<file path="config.mk">
export PLATFORM = sky130hd
export DESIGN_NAME = lsu_lane_unit
export DESIGN_NICKNAME = d
export VERILOG_FILES = /design/src/rtl/lsu_pkg.sv /design/src/rtl/lsu_decode.sv /design/src/rtl/lsu_lane_fmt.sv /design/src/rtl/lsu_load_ext.sv /design/src/rtl/lsu_lane_unit.sv
export SDC_FILE = /design/constraint.sdc
export NUM_CORES = 1
export LEC_CHECK = 0
export BUFFER_PORTS_ARGS = -buffer_cell sky130_fd_sc_hd__buf_2
export CORE_ASPECT_RATIO = 0.9
export CORE_MARGIN = 8
export CORE_UTILIZATION = 50
export DETAILED_ROUTE_END_ITERATION = 6
export GPL_ROUTABILITY_DRIVEN = 0
export PLACE_DENSITY = 0.91
export SLEW_MARGIN = 20
export SYNTH_ARGS = -nofsm -noshare
export SYNTH_HDL_FRONTEND = slang
export SYNTH_HIERARCHICAL = 1
export SYNTH_SLANG_ARGS = --single-unit
</file>
<file path="constraint.sdc">
create_clock -name clk -period 2.05 [get_ports clk]
set_input_delay 0.41 -clock clk [delete_from_list [all_inputs] [get_ports clk]]
set_output_delay 0.41 -clock clk [all_outputs]
set_load 0.005 [all_outputs]
</file>
<file path="src/rtl/lsu_pkg.sv">
package lsu_pkg;

  localparam int unsigned WORD_W  = 32;
  localparam int unsigned LANES   = WORD_W / 8;
  localparam int unsigned OFF_W   = $clog2(LANES);
  localparam int unsigned IMM_W   = 16;
  localparam int unsigned REG_W   = 5;

  typedef enum logic [1:0] {
    SZ_BYTE = 2'd0,
    SZ_HALF = 2'd1,
    SZ_WORD = 2'd2
  } acc_size_e;

  typedef enum logic [1:0] {
    ST_IDLE = 2'd0,
    ST_BUS  = 2'd1,
    ST_WAIT = 2'd2
  } lsu_state_e;

  typedef struct packed {
    logic             legal;
    logic             is_store;
    logic             sext;
    logic             bypass;
    acc_size_e        size;
    logic [REG_W-1:0] rd;
  } acc_ctl_t;

endpackage

</file>
<file path="src/rtl/lsu_decode.sv">
module lsu_decode
  import lsu_pkg::*;
(
  input  logic [WORD_W-1:0] instr,
  output acc_ctl_t          ctl,
  output logic [IMM_W-1:0]  imm,
  output logic [REG_W-1:0]  a_idx
);

  logic [4:0] op_core;

  assign op_core = instr[4:0];
  assign imm     = instr[21:6];
  assign a_idx   = instr[31:27];

  always_comb begin
    ctl          = '0;
    ctl.rd       = instr[26:22];
    ctl.bypass   = instr[5];
    ctl.size     = SZ_BYTE;
    unique case (op_core)
      5'h03: begin ctl.legal = 1'b1; ctl.size = SZ_BYTE; end
      5'h07: begin ctl.legal = 1'b1; ctl.size = SZ_BYTE; ctl.sext = 1'b1; end
      5'h0B: begin ctl.legal = 1'b1; ctl.size = SZ_HALF; end
      5'h0F: begin ctl.legal = 1'b1; ctl.size = SZ_HALF; ctl.sext = 1'b1; end
      5'h17: begin ctl.legal = 1'b1; ctl.size = SZ_WORD; end
      5'h05: begin ctl.legal = 1'b1; ctl.is_store = 1'b1; ctl.size = SZ_BYTE; end
      5'h0D: begin ctl.legal = 1'b1; ctl.is_store = 1'b1; ctl.size = SZ_HALF; end
      5'h15: begin ctl.legal = 1'b1; ctl.is_store = 1'b1; ctl.size = SZ_WORD; end
      default: ctl.legal = 1'b0;
    endcase
  end

endmodule

</file>
<file path="src/rtl/lsu_lane_fmt.sv">
module lsu_lane_fmt
  import lsu_pkg::*;
(
  input  acc_size_e          size,
  input  logic [OFF_W-1:0]   offset,
  input  logic [WORD_W-1:0]  data_in,
  output logic [LANES-1:0]   be,
  output logic [WORD_W-1:0]  data_out
);

  logic [OFF_W-1:0] half_off;

  assign half_off = {offset[OFF_W-1:1], 1'b0};

  always_comb begin
    unique case (size)
      SZ_BYTE: be = LANES'(1) << offset;
      SZ_HALF: be = LANES'(3) << half_off;
      default: be = '1;
    endcase
  end

  for (genvar g = 0; g < LANES; g++) begin : g_lane
    always_comb begin
      unique case (size)
        SZ_BYTE: data_out[8*g +: 8] = data_in[7:0];
        SZ_HALF: data_out[8*g +: 8] = data_in[8*(g%2) +: 8];
        default: data_out[8*g +: 8] = data_in[8*g +: 8];
      endcase
    end
  end

endmodule

</file>
<file path="src/rtl/lsu_load_ext.sv">
module lsu_load_ext
  import lsu_pkg::*;
(
  input  acc_size_e          size,
  input  logic               sext,
  input  logic [OFF_W-1:0]   offset,
  input  logic [WORD_W-1:0]  bus_word,
  output logic [WORD_W-1:0]  value
);

  logic [WORD_W-1:0] byte_sh;
  logic [WORD_W-1:0] half_sh;
  logic [7:0]        b_val;
  logic [15:0]       h_val;

  assign byte_sh = bus_word >> {offset, 3'b000};
  assign half_sh = bus_word >> {offset[OFF_W-1:1], 4'b0000};
  assign b_val   = byte_sh[7:0];
  assign h_val   = half_sh[15:0];

  always_comb begin
    unique case (size)
      SZ_BYTE: value = {{(WORD_W-8){sext & b_val[7]}}, b_val};
      SZ_HALF: value = {{(WORD_W-16){sext & h_val[15]}}, h_val};
      default: value = bus_word;
    endcase
  end

endmodule

</file>
<file path="src/rtl/lsu_lane_unit.sv">
module lsu_lane_unit
  import lsu_pkg::*;
#(
  parameter int unsigned ADDR_W = 32
) (
  input  logic              clk,
  input  logic              rst_n,
  input  logic              req_valid,
  output logic              req_ready,
  input  logic [31:0]       req_instr,
  input  logic [ADDR_W-1:0] req_base,
  input  logic [31:0]       req_store_data,
  output logic [4:0]        src_a_idx,
  output logic              mem_valid,
  input  logic              mem_ready,
  output logic              mem_write,
  output logic [ADDR_W-1:0] mem_addr,
  output logic [3:0]        mem_be,
  output logic [31:0]       mem_wdata,
  output logic              mem_bypass,
  input  logic              mem_rvalid,
  input  logic [31:0]       mem_rdata,
  output logic              res_valid,
  output logic [4:0]        res_rd,
  output logic [31:0]       res_data
);

  acc_ctl_t          dec_ctl;
  logic [IMM_W-1:0]  dec_imm;
  logic [ADDR_W-1:0] ea;
  logic [LANES-1:0]  fmt_be;
  logic [WORD_W-1:0] fmt_data;
  logic [WORD_W-1:0] ld_value;
  logic              accept;

  lsu_state_e        state_q;
  acc_ctl_t          ctl_q;
  logic [ADDR_W-1:0] addr_q;
  logic [LANES-1:0]  be_q;
  logic [WORD_W-1:0] wdata_q;

  lsu_decode u_dec (
    .instr (req_instr),
    .ctl   (dec_ctl),
    .imm   (dec_imm),
    .a_idx (src_a_idx)
  );

  assign ea = req_base + {{(ADDR_W-IMM_W){dec_imm[IMM_W-1]}}, dec_imm};

  lsu_lane_fmt u_fmt (
    .size     (dec_ctl.size),
    .offset   (ea[OFF_W-1:0]),
    .data_in  (req_store_data),
    .be       (fmt_be),
    .data_out (fmt_data)
  );

  lsu_load_ext u_ext (
    .size     (ctl_q.size),
    .sext     (ctl_q.sext),
    .offset   (addr_q[OFF_W-1:0]),
    .bus_word (mem_rdata),
    .value    (ld_value)
  );

  assign req_ready  = (state_q == ST_IDLE);
  assign accept     = req_valid && req_ready;
  assign mem_valid  = (state_q == ST_BUS);
  assign mem_write  = ctl_q.is_store;
  assign mem_addr   = addr_q;
  assign mem_be     = be_q;
  assign mem_wdata  = wdata_q;
  assign mem_bypass = ctl_q.bypass;

  always_ff @(posedge clk or negedge rst_n) begin
    if (!rst_n) begin
      state_q <= ST_IDLE;
      ctl_q   <= '0;
      addr_q  <= '0;
      be_q    <= '0;
      wdata_q <= '0;
    end else begin
      unique case (state_q)
        ST_IDLE: begin
          if (accept && dec_ctl.legal) begin
            state_q <= ST_BUS;
            ctl_q   <= dec_ctl;
            addr_q  <= ea;
            be_q    <= fmt_be;
            wdata_q <= dec_ctl.is_store ? fmt_data : '0;
          end
        end
        ST_BUS: begin
          if (mem_ready) state_q <= ctl_q.is_store ? ST_IDLE : ST_WAIT;
        end
        ST_WAIT: begin
          if (mem_rvalid) state_q <= ST_IDLE;
        end
        default: state_q <= ST_IDLE;
      endcase
    end
  end

  always_ff @(posedge clk or negedge rst_n) begin
    if (!rst_n) begin
      res_valid <= 1'b0;
      res_rd    <= '0;
      res_data  <= '0;
    end else begin
      res_valid <= (state_q == ST_WAIT) && mem_rvalid;
      if ((state_q == ST_WAIT) && mem_rvalid) begin
        res_rd   <= ctl_q.rd;
        res_data <= ld_value;
      end
    end
  end

  // a stalled request keeps every field
  a_r6_hold_stall: assert property (@(posedge clk) disable iff (!rst_n)
    (mem_valid && !mem_ready) |=> (mem_valid && $stable(mem_addr) && $stable(mem_be)
                                   && $stable(mem_wdata) && $stable(mem_write)));

  // no new instruction while the bus request is open
  a_r8_busy_blocks: assert property (@(posedge clk) disable iff (!rst_n)
    mem_valid |-> !req_ready);

  // every result pulse is preceded by a bus response
  a_r7_res_after_resp: assert property (@(posedge clk) disable iff (!rst_n)
    res_valid |-> $past(mem_rvalid));

  // a store handshake yields no result
  a_r7_store_silent: assert property (@(posedge clk) disable iff (!rst_n)
    (mem_valid && mem_ready && mem_write) |=> !res_valid);

  // lane enables cover one, two or four lanes
  a_r2_be_shape: assert property (@(posedge clk) disable iff (!rst_n)
    mem_valid |-> ($countones(mem_be) == 1 || $countones(mem_be) == 2
                   || $countones(mem_be) == 4));

  // an unrecognised opcode never reaches the bus
  a_r9_drop: assert property (@(posedge clk) disable iff (!rst_n)
    (accept && !dec_ctl.legal) |=> !mem_valid);

endmodule

</file>
# == Yosys cells after proc, flatten, opt, wreduce, memory -nomap -nowiden ==
# Cells that the tools add are included.
# word_totals
reg_bits,118
in_bits,133
elab_cells,63
# op_classes
n_addsub,1
n_eq_ne,15
shifts,4
n_mux,15
bitwise_logic,2
n_reduce_logical,14
# ops
operator,count
case mux 32 bit (2 select lines),1
adder 32 bit,1
two-way mux 32 bit,1
right shift 32 x 5 -> 16 bit,1
right shift 32 x 5 -> 8 bit,1
two-way mux 8 bit,2
case mux 8 bit (2 select lines),1
== test 5 x 4 -> 1 bit (second input constant),3
== test 5 x 3 -> 1 bit (second input constant),2
== test 5 bit (second input constant),2
two-way mux 2 bit,4
case mux 4 bit (2 select lines),1
OR reduction 8 bit,1
== test 2 x 1 -> 1 bit (second input constant),3
logical NOT 2 bit,3
case mux 2 bit (3 select lines),1
OR reduction 2 bit,3
OR reduction 3 bit,2
== test 5 x 2 -> 1 bit (second input constant),1
!= test 2 x 1 -> 1 bit (second input constant),2
case mux 2 bit (2 select lines),1
left shift 1 x 2 -> 4 bit (first input constant),1
left shift 2 x 2 -> 4 bit (first input constant),1
logical AND 1 bit,3
other kinds (6),9

# == Logic depth before layout (Yosys ltp) ==
# Gate-level depths: netlist of run 1.
# logic_depth
word_depth,7
depth_mapped,10
mapped_depth_nobuf,9

# == Cells and area by module ==
# The synthesis of run 1 kept the hierarchy.
# modules_own_cells
mod,n_inst,cells_per_inst,area_per_inst_um2,seq_area_each_um2
lsu_lane_unit,1,742,6241.0,2952.8
lsu_load_ext,1,93,706.9,0.0
lsu_lane_fmt,1,60,531.8,0.0
lsu_decode,1,37,277.8,0.0

# == Least setup slack after synthesis of run 1 ==
# Ideal clock, no wire load.
# synth_path
path_kind,input to register
startpoint,in req_instr[6]
endpoint,reg addr_q[26] (netlist: mem_addr[26])
setup_ns,0.126
arrival_ns,2.531
path_slack_ns,-0.607
stages,10
path_cell_list,buf_4 -> ha_1 -> fa_1 -> a21oi_1 -> a2bb2oi_1 -> nor4_1 -> or3_4 -> a41oi_2 -> o21ai_1 -> a221o_1
# synth_via
elab_chain_cells,1
# synth_lines
element,line_no,rtl
from (decl),lsu_lane_unit.sv:10,"input logic [31:0] req_instr,"
adder 32 bit,lsu_lane_unit.sv:49,"assign ea = req_base + {{(ADDR_W-IMM_W){dec_imm[IMM_W-1]}}, dec_imm};"
to (signal assigned),lsu_lane_unit.sv:80,addr_q <= '0;
to (signal assigned),lsu_lane_unit.sv:89,addr_q <= ea;
to (decl),lsu_lane_unit.sv:38,logic [ADDR_W-1:0] addr_q;
# No other way between the ends.
# A chain may end at the register's enable or synchronous reset.

# == Worst setup path in the final report of run 1 ==
# layout_path
startpoint,in req_base[8]
endpoint,reg addr_q[25] (netlist: mem_addr[25])
# layout_via
elab_chain_cells,1
# layout_lines
element,line_no,rtl
from (decl),lsu_lane_unit.sv:11,"input logic [ADDR_W-1:0] req_base,"
adder 32 bit,lsu_lane_unit.sv:49,
# No other way between the ends.

==> results.yml, run 1 <==
die:
  die_h_um: 134
  core_area_mm2: 0.0153
  die_area_mm2: 0.0198
  initial_core_util_pct: 50.8
  die_w_um: 147
  placementRows: 43
  ios: 248
yosys:
  yosys.area.top_type_share_pct: 38.1
  postSynthAreaPerCell_um2: 8.32
  ys_types: 72
  ys_top_cells_by_area: "dfrtp_1 (38%), nand2_1 (15%), ha_1 (5.0%)"
  synth-edff-count: 0
  synth-async-reset-ratio_pct: 100
  yosysWarnings: 6
  syn_nets: 1097
  yosys-top-cells-count: "nand2_1 (310), dfrtp_1 (118), o21ai_0 (45)"
  synth_seq_area_share_pct: 38.1
  ys.flop_type: "dfrtp_1"
  synth_top_cell_by_area: "dfrtp_1"
  ys_seq_elements: 118
  synth.most_common_cell: "nand2_1"
  syn_inst: 932
  mappedNetlistArea_mm2: 0.00776
clock_network:
  cts_tree: "done"
  insertion_delay_ns: 0.42
  cts_max_level: 4
  ctsRootBufferMaster: "clkbuf_16"
  cts.sinks: 118
  path_clk_slew_ns: 0.06
  cts-buffers-inserted: 17
  ctsLongestPathBuffers: 2
sta:
  grt_setup_unrepaired: "yes"
  max_slew.worst_pin.slew_ns: 0.517
  tns_ns: -0.504
  fin_skew_ns: 0.0136
  timing.final.crit_share_pct: 104
  worst_slack_ns: -0.0797
  post-route-min-period_ns: 2.13
  fmax_mhz: 470
  hold_ws_ns: 0.195
  drv_slew: 0
  setup_viol: 11
  slew_headroom_pct: 65.3
  timing.final.hold_violations: 0
cells_and_area:
  final_core_util_pct: 71.0
  instances_no_fill: 1446
  drive_gt1_share_pct: 41.6
  multi_input_area_mm2: 0.00468
  area_delta_synth_final_pct: 39.9
  layout.nets: 1395
  fillers: 1082
  sequential_cell_area_mm2: 0.00295
  fin_area_mm2: 0.0109
critical_path:
  cp_max_fo: 6
  slowest_stage: "o211ai_1"
  crit_chain: "buf_2 -> ha_4 -> a211oi_2 -> buf_4 -> o21bai_1 -> o211ai_1 -> nand3_4 -> a21oi_1 -> xor2_1 -> o21ai_0"
  worst_ep_arrival_time_ns: 2.42
  cp_num_buf_inv: 2
  crit_path_max_incr_delay_ns: 0.41
  crit_required_ns: 2.34
  critical-path-top-delay-family: "compound AO/OA/AOI/OAI gates"
  critical_path_class: "in2reg"
  worstSetupStartpointType: "input port"
  crit_path_end_kind: "register"
routing:
  drc: 0
  postRouteAntennaNets: 0
  routed-via-count: 8386
  drt_iter0_drc: 791
  vias_per_cell: 5.80
  finalWirelength_um: 27800
  drt-wirelength-per-cell_um: 19.2
  firstDrtPassIters: 6
outcome:
  violations: "setup timing"
  status: "finished with violations"
placement:
  portBuffers: 237
  post_dp_cell_area_mm2: 0.00985
  place_inst: 1398
  dp_slack_ns: -0.528
  dpl.hpwl_um: 19500
global_route:
  grt_pass1_wl_um: 41700
  antenna_found_initial: 2
  grt_pass1_vias: 8308
  grt_max_degree: 50
  grt_usage_pct: 25.8
  grt_overflow: 0
pwr:
  power_density_mw_per_mm2: 913
  vdd_drop_max_v: 0.000669
  totalPowerFinal_mw: 9.90
  leakagePower_nw: 5.67
flow_run:
  drv_cap: 0
hold_path:
  worstHoldPathType: "in2reg"
==> cell families after synthesis <==
| kind of cell | Yosys count | share of synthesized area [%] |
|---|---|---|
| adders and majority gates | 32 | 5.26 |
| muxes | 36 | 5.13 |
| and+or+nand+nor | 433 | 23.9 |
| DFF | 118 | 38.1 |
| AOI/OAI and AO/OA | 180 | 16.5 |
| buffers and inverters | 105 | 8.00 |
| xor gates and xnor gates | 28 | 3.16 |
==> layer usage <==
| metal | part of all wire, % | GRT usage, % | vias to the layer above |
|---|---|---|---|
| met3 | 9.4 | 7.64 | 141 |
| met1 | 38 | 30.1 | 3931 |
| met4 | 4.8 | 11.4 | 0 |
| met5 | 0 | 0 | - |
| li1 | - | - | 3767 |
| met2 | 48 | 43.3 | 547 |
==> cell usage in the layout (no fill, tap or decap), types with 12 or more instances in the layout <==
cell type / count
buf_2: 232
mux2i_1: 18
buf_4: 121
xnor2_1: 16
a21oi_1: 18
o21ai_2: 19
o21ai_0: 35
mux2_2: 16
ha_1: 13
nand3_1: 41
clkbuf_16: 17
nor2_1: 27
dfrtp_1: 118
inv_1: 12
nand2_1: 309
ha_4: 17
==> cell type report <==
| type | count | share of cell area [%] |
|---|---|---|
| multi-input cells | 709 | 43.1 |
| repair buffers | 371 | 21.4 |
| diodes | 2 | 0.0461 |
| well taps | 202 | 2.33 |
| clock inverters | 8 | 0.888 |
| inverters | 13 | 0.450 |
| clock buffers | 23 | 4.59 |
| flip-flops and latches | 118 | 27.2 |
==> worst reg2reg max path, delay by kind of cell (launching register included) <==
kind            cells  cell delay, ns
compound gates      1            0.13
buf+inv             1            0.32
flops               1            0.40
simple gates        3            0.76
==> worst paths after layout <==
path                                    start            end  slack (ns)  cells past startpoint
worst min-delay path             req_instr[5]     mem_bypass        0.20                      3
worst min register to register  mem_wdata[18]  mem_wdata[18]        0.46                      2
worst max register to register     state_q[1]   mem_addr[11]        0.29                      5
min in group asynchronous               rst_n      res_valid        0.45                      2
max in group asynchronous               rst_n   mem_addr[28]        0.99                      3
worst max-delay path              req_base[8]   mem_addr[25]       -0.08                     10
==> flip-flops by register name, indices dropped and copies added, names as in the netlist <==
register / flops
res_valid: 1
ctl_q: 8
res_rd: 5
mem_wdata: 32
res_data: 32
mem_write: 1
state_q: 2
mem_addr: 32
mem_be: 4
mem_bypass: 1
==> timing repair <==
| action | in CTS | in global routing |
|---|---|---|
| buffers inserted | 6 | 8 |
| endpoints found under the setup margin | 11 | 16 |
| hold buffers | 1 | 0 |
| resized for setup | 18 | 36 |
| pin swaps | 8 | 16 |
| hold endpoints to repair | 24 | 0 |
==> power by group <==
part / internal (mW) / switching [mW]
logic: 1.65 / 1.90
registers: 2.94 / 0.405
clock network: 1.94 / 1.07
(Power assumes the default switching activity.)
==> run 2, diff against run 1 <==
--- a/config.mk
+++ b/config.mk
@@ -6,9 +6,11 @@
 export NUM_CORES = 1
 export LEC_CHECK = 0
 export BUFFER_PORTS_ARGS = -buffer_cell sky130_fd_sc_hd__buf_2
-export CORE_ASPECT_RATIO = 0.9
+export CORE_ASPECT_RATIO = 0.75
 export CORE_MARGIN = 8
 export CORE_UTILIZATION = 50
+export CTS_BUF_LIST = sky130_fd_sc_hd__clkbuf_8 sky130_fd_sc_hd__clkbuf_16
+export CTS_CLUSTER_SIZE = 10
 export DETAILED_ROUTE_END_ITERATION = 6
 export GPL_ROUTABILITY_DRIVEN = 0
 export PLACE_DENSITY = 0.91
==> run 2 against run 1 <==
Core utilization shrank 0.29 points. Final area decreased by 0.77%. Worst hold slack better by 0.0033 ns. Largest cell class unchanged. Clock power about the same. Maximum frequency increased by 0.16%. Cell count down 0.28%. The run still ends with setup timing left.
==> results.yml, run 2 (synthesis results as in run 1) <==
clock_network:
  cts.sinks: 118
  ctsRootBufferMaster: "clkbuf_16"
  cts_tree: "done"
  cts_max_level: 4
  path_clk_slew_ns: 0.06
  ctsLongestPathBuffers: 2
  cts-buffers-inserted: 17
  insertion_delay_ns: 0.40
sta:
  post-route-min-period_ns: 2.13
  slew_headroom_pct: 54.0
  drv_slew: 0
  fmax_mhz: 470
  timing.final.crit_share_pct: 104
  timing.final.hold_violations: 0
  grt_setup_unrepaired: "yes"
  worst_slack_ns: -0.0762
  setup_viol: 6
  fin_skew_ns: 0.00902
  hold_ws_ns: 0.199
  max_slew.worst_pin.slew_ns: 0.689
routing:
  top_layer: "met5"
  wl_met1_um: 10900
  dr_wl_met3_um: 2820
  vias_per_cell: 5.71
  firstDrtPassIters: 5
  routed-via-count: 8237
  drt_iter0_drc: 701
  drc: 0
  drt-wirelength-per-cell_um: 18.6
  postRouteAntennaNets: 0
  dr_wl_met2_um: 12300
  finalWirelength_um: 26800
outcome:
  violations: "setup timing"
  status: "finished with violations"
pwr:
  power_density_mw_per_mm2: 910
  vdd_drop_max_v: 0.000541
  totalPowerFinal_mw: 9.79
  leakagePower_nw: 5.62
critical_path:
  crit_required_ns: 2.32
  critical_path_class: "in2reg"
  crit_path_max_incr_delay_ns: 0.37
  cp_num_buf_inv: 2
  slowest_stage: "fa_2"
  cp_max_fo: 3
  crit_path_end_kind: "register"
  worstSetupStartpointType: "input port"
  critical-path-top-delay-family: "compound AO/OA/AOI/OAI gates"
  worst_ep_arrival_time_ns: 2.39
  regToRegSetupSlack_ns: 0.17
  crit_chain: "buf_6 -> ha_4 -> fa_2 -> a21oi_4 -> a2bb2oi_4 -> nor4_2 -> or3_4 -> buf_4 -> a21oi_2 -> xor2_1 -> o21ai_0"
die:
  die_area_mm2: 0.0198
  die_h_um: 124
  ios: 248
  die_w_um: 160
  initial_core_util_pct: 51.0
  core_area_mm2: 0.0152
  placementRows: 39
cells_and_area:
  final_core_util_pct: 70.7
  drive_gt1_share_pct: 41.4
  final_cell_mix: "nand2_1 (310), buf_2 (233), buf_4 (120), dfrtp_1 (118), nand3_1 (41)"
  layout.nets: 1391
  area_delta_synth_final_pct: 38.8
  layout_commonest_cell: "nand2_1"
  fillers: 1106
  antenna-diode-count: 0
global_route:
  grt_pass1_vias: 8294
  grt_usage_pct: 26.5
  grt_overflow: 0
  grt_pass1_wl_um: 42300
  grt_max_degree: 51
  antenna_found_initial: 1
flow_run:
  drv_cap: 0
hold_path:
  worstHoldPathType: "in2reg"
placement:
  dpl.hpwl_um: 20500
  portBuffers: 237
[run 2: area by class of cell]
| cell class | count | area [um^2] | area share (%) |
|---|---|---|---|
| repair buffers | 367 | 2290 | 21.3 |
| flip-flops and latches | 118 | 2950 | 27.4 |
| inverters | 13 | 48.8 | 0.453 |
| well taps | 205 | 256 | 2.38 |
| clock buffers | 18 | 439 | 4.08 |
| clock inverters | 12 | 139 | 1.29 |
| multi-input cells | 709 | 4640 | 43.1 |
[run 2: routing by layer]
metal	vias up	track usage (%)
li1	3759	-
met1	3900	32.8
met2	503	42.8
met3	73	8.22
met4	2	11.4
met5	-	0
[run 2: worst paths after layout]
kind / end / from / cells after the start
setup / recovery: mem_addr[18] / req_base[0] / 11
hold / removal: ctl_q[1] / req_instr[23] / 3
setup reg to reg: res_data[0] / mem_addr[1] / 5
hold reg to reg: mem_wdata[13] / mem_wdata[13] / 2
max in group asynchronous: mem_wdata[5] / rst_n / 3
min in group asynchronous: res_data[8] / rst_n / 2
[run 2: worst reg2reg max path, stage by stage (launching register included)]
cell and delay [ns]:
dfrtp_1 0.42, nor2b_1 0.60, nand2_2 0.26, o221a_2 0.36
nand2_1 0.08, nand2_1 0.05
[run 2: power by group]
group          leakage (nW)  switching (mW)  internal (mW)
Combinational          3.77            1.85           1.64
Sequential             1.56           0.384           2.94
Clock                 0.294            1.07           1.91
[run 2: per-stage QoR]
stage	setup WS [ns]	TNS, ns	instances	cell area (um^2)
5_1_grt	-0.134	-0.785	1442	10800
4_1_cts	-0.0180	-0.0281	1439	10600
3_3_place_gp	-0.443	-6.83	1404	9910
3_5_place_dp	-0.518	-8.44	1404	9910
2_1_floorplan	-0.357	-1.95	932	8050
6_report	-0.0762	-0.192	1442	10800
[run 2: timing repair]
action	CTS	global route
endpoints found under the setup margin	7	18
endpoints found under the hold margin	23	0
hold buffers	1	0
pin swaps	6	13
buffers inserted	4	3
gates resized for setup	10	35
